File: src/rtl/pacc_pkg.sv
package pacc_pkg;
  localparam logic [1:0] ADDR_HI   = 2'd0;
  localparam logic [1:0] ADDR_LO   = 2'd1;
  localparam logic [1:0] ADDR_STAT = 2'd2;
endpackage

File: src/rtl/pacc_byte_ctr.sv
module pacc_byte_ctr #(
  parameter int W = 8
) (
  input  logic         clk,
  input  logic         rst,
  input  logic         load,
  input  logic [W-1:0] load_val,
  input  logic         inc,
  output logic [W-1:0] q,
  output logic         carry
);
  // a load overrides the count, so it also suppresses the carry
  assign carry = inc && !load && (&q);

  always_ff @(posedge clk) begin
    if (rst)       q <= '0;
    else if (load) q <= load_val;
    else if (inc)  q <= q + 1'b1;
  end
endmodule

File: src/rtl/pacc_ovf_flag.sv
module pacc_ovf_flag (
  input  logic clk,
  input  logic rst,
  input  logic set,
  input  logic clr,
  input  logic irq_en,
  output logic flag,
  output logic irq
);
  always_ff @(posedge clk) begin
    if (rst)      flag <= 1'b0;
    else if (set) flag <= 1'b1;   // a new event outranks a clear
    else if (clr) flag <= 1'b0;
  end

  assign irq = flag && irq_en;
endmodule

File: src/rtl/pulse_pair_accum.sv
module pulse_pair_accum
  import pacc_pkg::*;
#(
  parameter int W = 8
) (
  input  logic           clk,
  input  logic           rst,
  input  logic           cascade_en,
  input  logic           irq_en,
  input  logic           pulse_hi,
  input  logic           pulse_lo,
  input  logic [1:0]     bus_addr,
  input  logic           bus_wr,
  input  logic           bus_rd,
  input  logic           bus_word,
  input  logic [2*W-1:0] bus_wdata,
  output logic [2*W-1:0] bus_rdata,
  output logic           irq
);
  localparam int DW = 2 * W;

  logic           word_acc;
  logic           wr_hi, wr_lo, wr_stat;
  logic [1:0]     ld, inc, cy;
  logic [W-1:0]   ldv [2];
  logic [W-1:0]   cnt [2];
  logic [W-1:0]   cnt_lo_q, cnt_hi_q;
  logic           ovf_q;

  assign word_acc = bus_word && (bus_addr == ADDR_HI);
  assign wr_hi    = bus_wr && (bus_addr == ADDR_HI);
  assign wr_lo    = bus_wr && ((bus_addr == ADDR_LO) || word_acc);
  assign wr_stat  = bus_wr && (bus_addr == ADDR_STAT);

  // index 0 = low byte, index 1 = high byte
  assign ld     = {wr_hi, wr_lo};
  assign ldv[0] = bus_wdata[W-1:0];
  assign ldv[1] = word_acc ? bus_wdata[DW-1:W] : bus_wdata[W-1:0];
  assign inc[0] = pulse_lo;
  assign inc[1] = cascade_en ? cy[0] : pulse_hi;

  generate
    for (genvar i = 0; i < 2; i++) begin : g_ctr
      pacc_byte_ctr #(.W(W)) u_ctr (
        .clk      (clk),
        .rst      (rst),
        .load     (ld[i]),
        .load_val (ldv[i]),
        .inc      (inc[i]),
        .q        (cnt[i]),
        .carry    (cy[i])
      );
    end
  endgenerate

  assign cnt_lo_q = cnt[0];
  assign cnt_hi_q = cnt[1];

  pacc_ovf_flag u_flag (
    .clk    (clk),
    .rst    (rst),
    .set    (cascade_en && cy[1]),
    .clr    (wr_stat && bus_wdata[0]),
    .irq_en (irq_en),
    .flag   (ovf_q),
    .irq    (irq)
  );

  always_ff @(posedge clk) begin
    if (rst) begin
      bus_rdata <= '0;
    end else if (bus_rd) begin
      bus_rdata <= '0;
      case (bus_addr)
        ADDR_HI:   bus_rdata <= bus_word ? {cnt_hi_q, cnt_lo_q} : {{W{1'b0}}, cnt_hi_q};
        ADDR_LO:   bus_rdata <= {{W{1'b0}}, cnt_lo_q};
        ADDR_STAT: bus_rdata <= {{(DW-1){1'b0}}, ovf_q};
        default:   bus_rdata <= '0;
      endcase
    end
  end
endmodule

File: config.mk
export PLATFORM = sky130hd
export DESIGN_NAME = pulse_pair_accum
export DESIGN_NICKNAME = d
export VERILOG_FILES = /design/src/rtl/pacc_pkg.sv /design/src/rtl/pacc_byte_ctr.sv /design/src/rtl/pacc_ovf_flag.sv /design/src/rtl/pulse_pair_accum.sv
export SDC_FILE = /design/constraint.sdc
export NUM_CORES = 1
export LEC_CHECK = 0
export BUFFER_PORTS_ARGS = -buffer_cell sky130_fd_sc_hd__buf_2
export CELL_PAD_IN_SITES_DETAIL_PLACEMENT = 1
export CELL_PAD_IN_SITES_GLOBAL_PLACEMENT = 1
export CORE_UTILIZATION = 38
export DETAILED_ROUTE_END_ITERATION = 8
export GPL_ROUTABILITY_DRIVEN = 0
export GPL_TIMING_DRIVEN = 0
export PLACE_DENSITY = 0.76
export SYNTH_ARGS = -nofsm -noshare
export SYNTH_HDL_FRONTEND = slang
export SYNTH_SLANG_ARGS = --single-unit
File: constraint.sdc
create_clock -name clk -period 2.85 [get_ports clk]
set_input_delay 0.7125 -clock clk [delete_from_list [all_inputs] [get_ports clk]]
set_output_delay 0.7125 -clock clk [all_outputs]
set_load 0.01 [all_outputs]
## Yosys cells after proc, flatten, opt, wreduce, memory -nomap -nowiden

Index checks and enable logic that the tools add are counted.

| storage, ports and cells | value |
|---|---|
| register bits | 33 |
| latch bits | 0 |
| memory bits (writable) | 0 |
| ROM bits | 0 |
| output and inout port bits | 17 |
| logic and storage cells | 38 |
| memories kept | 0 |

| operators by class | value |
|---|---|
| $add $sub $neg | 2 |
| multipliers | 0 |
| div/mod/pow operators | 0 |
| $lt $le $gt $ge | 0 |
| equal/unequal tests | 2 |
| shifts and indexed selects | 0 |
| mux-type cells | 10 |
| bitwise logic cells | 0 |
| reductions and logical operators | 20 |

Operators with widths:

| operator | number |
|---|---|
| one-hot mux 16 bit (3 select lines) | 1 |
| 2-to-1 mux 8 bit | 5 |
| adder 8 x 1 -> 8 bit, second input constant | 2 |
| 2-to-1 mux 16 bit | 1 |
| AND reduction 8 bit | 2 |
| logical AND 1 bit | 11 |
| nonzero test 2 bit | 3 |
| 2-to-1 mux 1 bit | 3 |
| equality test 2 x 1 -> 1 bit, second input constant | 1 |
| equality test 2 bit, second input constant | 1 |
| logical NOT 1 bit | 2 |
| logical NOT 2 bit | 1 |
| logical OR 1 bit | 1 |

## Depth between registers and ports, before layout

| logic depth | value |
|---|---|
| depth after elaboration | 12 |
| depth in mapped cells | 6 |

## Modules after synthesis

A second synthesis with hierarchy kept.

| second synthesis, totals | value |
|---|---|
| cell total of the unflattened synthesis | 200 |
| area, all modules | 1,793.0 um2 |

By module, submodules not included:

| module | instances | cells each | area an instance (um2) | seq. area each (um2) |
|---|---|---|---|---|
| pacc_byte_ctr | 2 | 55 | 456.7 | 160.2 |
| pulse_pair_accum | 1 | 85 | 834.6 | 320.3 |
| pacc_ovf_flag | 1 | 5 | 45.0 | 20.0 |

## Worst setup path after synthesis

Ideal clock, no wire load.

| timing | value |
|---|---|
| kind | input to register |
| start | input bus_word |
| end | register g_ctr[1].u_ctr.q[7] |
| library setup time | 0.091 ns |
| data arrival time | 2.276 ns |
| slack | 0.483 ns |
| stages | 6 |
| buffers on the path | 1 |
| cell sequence | buf_6 or2_4 a2111oi_4 nor2_4 or4_1 a311oi_1 |

| between the ends | value |
|---|---|
| word-level cells in the longest chain between the ends | 8 |
| elaborated cells on any way between the ends | 10 |
| classes of those cells | mux (3); reduce/logical (7) |

Ends and longest elaborated chain:

| element | line | text |
|---|---|---|
| start: declaration | pulse_pair_accum.sv:15 | `input logic bus_word,` |
| logical AND 1 bit * | pulse_pair_accum.sv:30 | `assign word_acc = bus_word && (bus_addr == ADDR_HI);` |
| logical OR 1 bit | pulse_pair_accum.sv:32 | `assign wr_lo = bus_wr && ((bus_addr == ADDR_LO) \|\| word_acc);` |
| logical AND 1 bit | pulse_pair_accum.sv:32 |  |
| logical NOT 1 bit | pacc_byte_ctr.sv:13 | `assign carry = inc && !load && (&q);` |
| logical AND 1 bit (2 in series) | pacc_byte_ctr.sv:13 |  |
| 2-to-1 mux 1 bit | pulse_pair_accum.sv:40 | `assign inc[1] = cascade_en ? cy[0] : pulse_hi;` |
| nonzero test 2 bit (no source line) | n/a |  |
| end signal: assignment | pacc_byte_ctr.sv:17 | `else if (load) q <= load_val;` |
| end signal: assignment | pacc_byte_ctr.sv:18 | `else if (inc) q <= q + 1'b1;` |
| end: declaration | pacc_byte_ctr.sv:9 | `output logic [W-1:0] q,` |

Mark *: on every way between the ends. The rest lies on a longest branch, timed or not.
A chain may end at the register's enable or synchronous reset.

## Worst setup path after layout

| timing | value |
|---|---|
| start | input bus_addr[0] |
| end | register g_ctr[1].u_ctr.q[7] |

| between the ends | value |
|---|---|
| word-level cells in the longest chain between the ends | 9 |
| elaborated cells on any way between the ends | 13 |
| classes of those cells | eq/ne (1); mux (3); reduce/logical (9) |

Ends and longest elaborated chain:

| element | line | text |
|---|---|---|
| start: declaration | pulse_pair_accum.sv:12 | `input logic [1:0] bus_addr,` |
| logical NOT 2 bit | pulse_pair_accum.sv:30, pulse_pair_accum.sv:31 |  |
| logical AND 1 bit | pulse_pair_accum.sv:30 |  |
| logical OR 1 bit | pulse_pair_accum.sv:32 |  |
| logical AND 1 bit | pulse_pair_accum.sv:32 |  |
| logical NOT 1 bit | pacc_byte_ctr.sv:13 |  |
| logical AND 1 bit (2 in series) | pacc_byte_ctr.sv:13 |  |
| 2-to-1 mux 1 bit | pulse_pair_accum.sv:40 |  |
| nonzero test 2 bit (no source line) | n/a |  |

Parallel ways exist; a longest one is shown, timed or not.

==> flow_metrics.tcl <==
set metrics [dict create \
    cp_slowest_cell "or4_1" \
    cts_setup_buffers 0 \
    n_antenna_cell 0 \
    cpLargestDelayFamily "simple AND/OR/NAND/NOR gates" \
    drc 0 \
    drv_slew 0 \
    clock_sinks 33 \
    grt_pass1_wl_um 8507 \
    core_area_um2 4414 \
    placementRows 24 \
    crit_fanout 8 \
    irDropWorstVdd_mv 0.2646 \
    top_level_ports 44 \
    tns_ns 0 \
    period_minus_slack_ns 2.257 \
    n_fill_cell 560 \
    holdWs_ns 0.4858 \
    clk_pin_slew_worst_paths_ns 0.07 \
    drive_above_1_share 0.2239 \
    critPathLaunchType "input pin" \
    overflow 0 \
    ys_types 35 \
    cts_tree "done" \
    yosys_warnings 0 \
    crit_arrival_ns 2.46 \
    leakage_uw 0.0008364 \
    netlist_area_um2 1773 \
    insertion_delay_ns 0.29 \
    p_per_area_nw_per_um2 513.4 \
    first_iter_violations 59 \
    htreeDepth 2 \
    grt.total_usage 0.2243 \
    outcome "complete, no violations" \
    worstSetupPathType "in -> reg" \
    grt_pass1_vias 1685 \
    multiInputGateArea_um2 1056 \
    ys_seq_area_frac 0.3726 \
    syn2layout_area_growth_pct 21.52 \
    num_vias 1654 \
    ctsResizeCount 0 \
    cts_max_path_buffers 2 \
    grtUsageMet1 0.2869 \
    rsz0062_at_grt "no" \
    die-area_um2 4943 \
    syn_nets 240 \
    wl_per_cell_um 16.86 \
    antenna_found_initial 0 \
    cts_root_buf "clkbuf_8" \
    fmax_ghz 0.4430 \
    die_w_um 70.31 \
    syn_inst 211 \
    grt_use_met3 0.05483 \
    dp_hpwl_um 3876 \
    max-slew-margin-rel 0.4830 \
    cts_buffers 5 \
    yosys_register_bits 33 \
    die_height_um 70.31 \
    syn_avg_cell_area_um2 8.403 \
    setup_viol 0 \
    portBuffers 40 \
    maxCapViolCount 0 \
    ff_latch_area_um2 660.6 \
    crit_path_cell_trace "buf_2, or2_4, a2111oi_4, nor2_4, or4_1, a311oi_1" \
    grt_max_degree 11 \
    final_nets 287 \
    gr-usage-met2 0.3630 \
    finalHoldViolations 0 \
    firstDrtPassIters 4 \
    antenna_left 0 \
    finalClockSkew_ns 0.006193 \
    fin_crit_sh 0.7921 \
    hp-class "reg -> reg" \
    worst_pin_slew_ns 0.7727 \
    initial_core_util 0.4016 \
    via_per_inst 5.318 \
    cp.required_ns 3.05 \
    cp.buffers_inverters 1 \
    cp-end-kind "flop" \
    wl_um 5243 \
    cp_slowest_stage_delay_ns 0.52 \
    grt_busiest_layer "met2" \
    holdBufCountCts 0 \
]
## layout by cell type (no fill, tap or decap), drive strengths merged, types with 3 or more instances in the layout
cell    count
nand2      12
nand3       8
xnor2       4
mux2        7
clkbuf     18
dfxtp      33
xor2        6
nor2b      22
o211ai      3
a21oi      17
buf        42
a211oi     18
nor2       33
mux2i       4
o21ai       3
nand4       3
## cell type report
class                           count  area share
Timing Repair Buffer               40     0.09292
Sequential cell                    33      0.3066
Buffer                             13     0.02613
Clock buffer                        7     0.04007
Tap cell                           52     0.03020
Clock inverter                      1     0.01394
Multi-Input combinational cell    165      0.4901
## logic make-up after synthesis
kind of cell	synth area share
and+or+nand+nor	0.2703
AOI/OAI and AO/OA	0.1948
DFF	0.3726
buffers and inverters	0.03175
muxes	0.06705
xor gates and xnor gates	0.04940
adders and majority gates	0.01411
## metrics by stage
step,worst slack [ns],utilization,area (um^2),total power [uW],cells
floorplan,0.4828,-,1773,594.4,211
global placement,0.3009,0.4617,2038,649.4,303
detailed placement,0.2987,0.4617,2038,652.4,303
CTS,0.5921,0.4881,2155,1111,311
global route,0.4720,0.4881,2155,1147,311
finish,0.5925,0.4881,2155,1106,311
## state kept, by name (all words and copies together) (netlist names)
name / cells
bus_rdata: 16
g_ctr.u_ctr.q: 16
u_flag.flag: 1
## worst reg2reg max path: stages, from the launching register on
cell and delay [ns]:
dfxtp_1 0.45, ha_1 0.23, nand3_1 0.14, a2111oi_4 0.38
nor2_4 0.13, or4_1 0.52, a311oi_1 0.26
## layer usage
metal  wire length [um]  share of wire
met1               2530           0.48
met2               2381           0.45
met4                 77          0.015
met3                253          0.048
met5                  0              0
## cell usage after synthesis
| cell | count | share of area |
|---|---|---|
| a21oi_1 | 17 | 0.048 |
| clkbuf_1 | 11 | 0.023 |
| or4_1 | 2 | 0.0085 |
| or2_4 | 1 | 0.0049 |
| mux2i_1 | 4 | 0.023 |
| buf_6 | 1 | 0.0064 |
| o21a_1 | 1 | 0.0042 |
| o21ai_0 | 3 | 0.0085 |
| xor2_1 | 6 | 0.030 |
| or3_1 | 1 | 0.0035 |
| nand2_1 | 12 | 0.025 |
| mux2_2 | 7 | 0.044 |
| and2_1 | 2 | 0.0071 |
| and3_1 | 2 | 0.0071 |
| dfxtp_1 | 33 | 0.37 |
| ha_1 | 2 | 0.014 |
| nand4_1 | 3 | 0.011 |
| nand3b_1 | 2 | 0.0085 |
| buf_1 | 1 | 0.0021 |
| o2111ai_1 | 1 | 0.0049 |
| xnor2_1 | 4 | 0.020 |
| nand3_1 | 8 | 0.023 |
| a311oi_1 | 2 | 0.0099 |
| nor2b_1 | 22 | 0.078 |
| o311a_1 | 1 | 0.0056 |
| o211ai_1 | 3 | 0.013 |
| nor4_1 | 2 | 0.0071 |
| nor2_4 | 1 | 0.0064 |
| and2b_1 | 2 | 0.0085 |
| o311ai_1 | 1 | 0.0049 |
| nand4b_1 | 1 | 0.0049 |
| a211oi_1 | 18 | 0.076 |
| nor2_1 | 32 | 0.068 |
| a2111oi_4 | 1 | 0.016 |
| o31ai_1 | 1 | 0.0042 |
## report_power, final
group	leakage [uW]	internal (uW)	switching, uW
combinational	0.000509	60.0	76.4
clock	0.0000585	285	178
sequential	0.000269	480	26.3
## final timing paths
path / startpoint / end / slack (ns) / cells after the start
max reg2reg: g_ctr[0].u_ctr.q[0] / g_ctr[1].u_ctr.q[7] / 0.65 / 6
max: bus_addr[0] / g_ctr[1].u_ctr.q[7] / 0.59 / 6
min: u_flag.flag / u_flag.flag / 0.49 / 2
min reg2reg: u_flag.flag / u_flag.flag / 0.49 / 2
(Power assumes the default switching activity.)
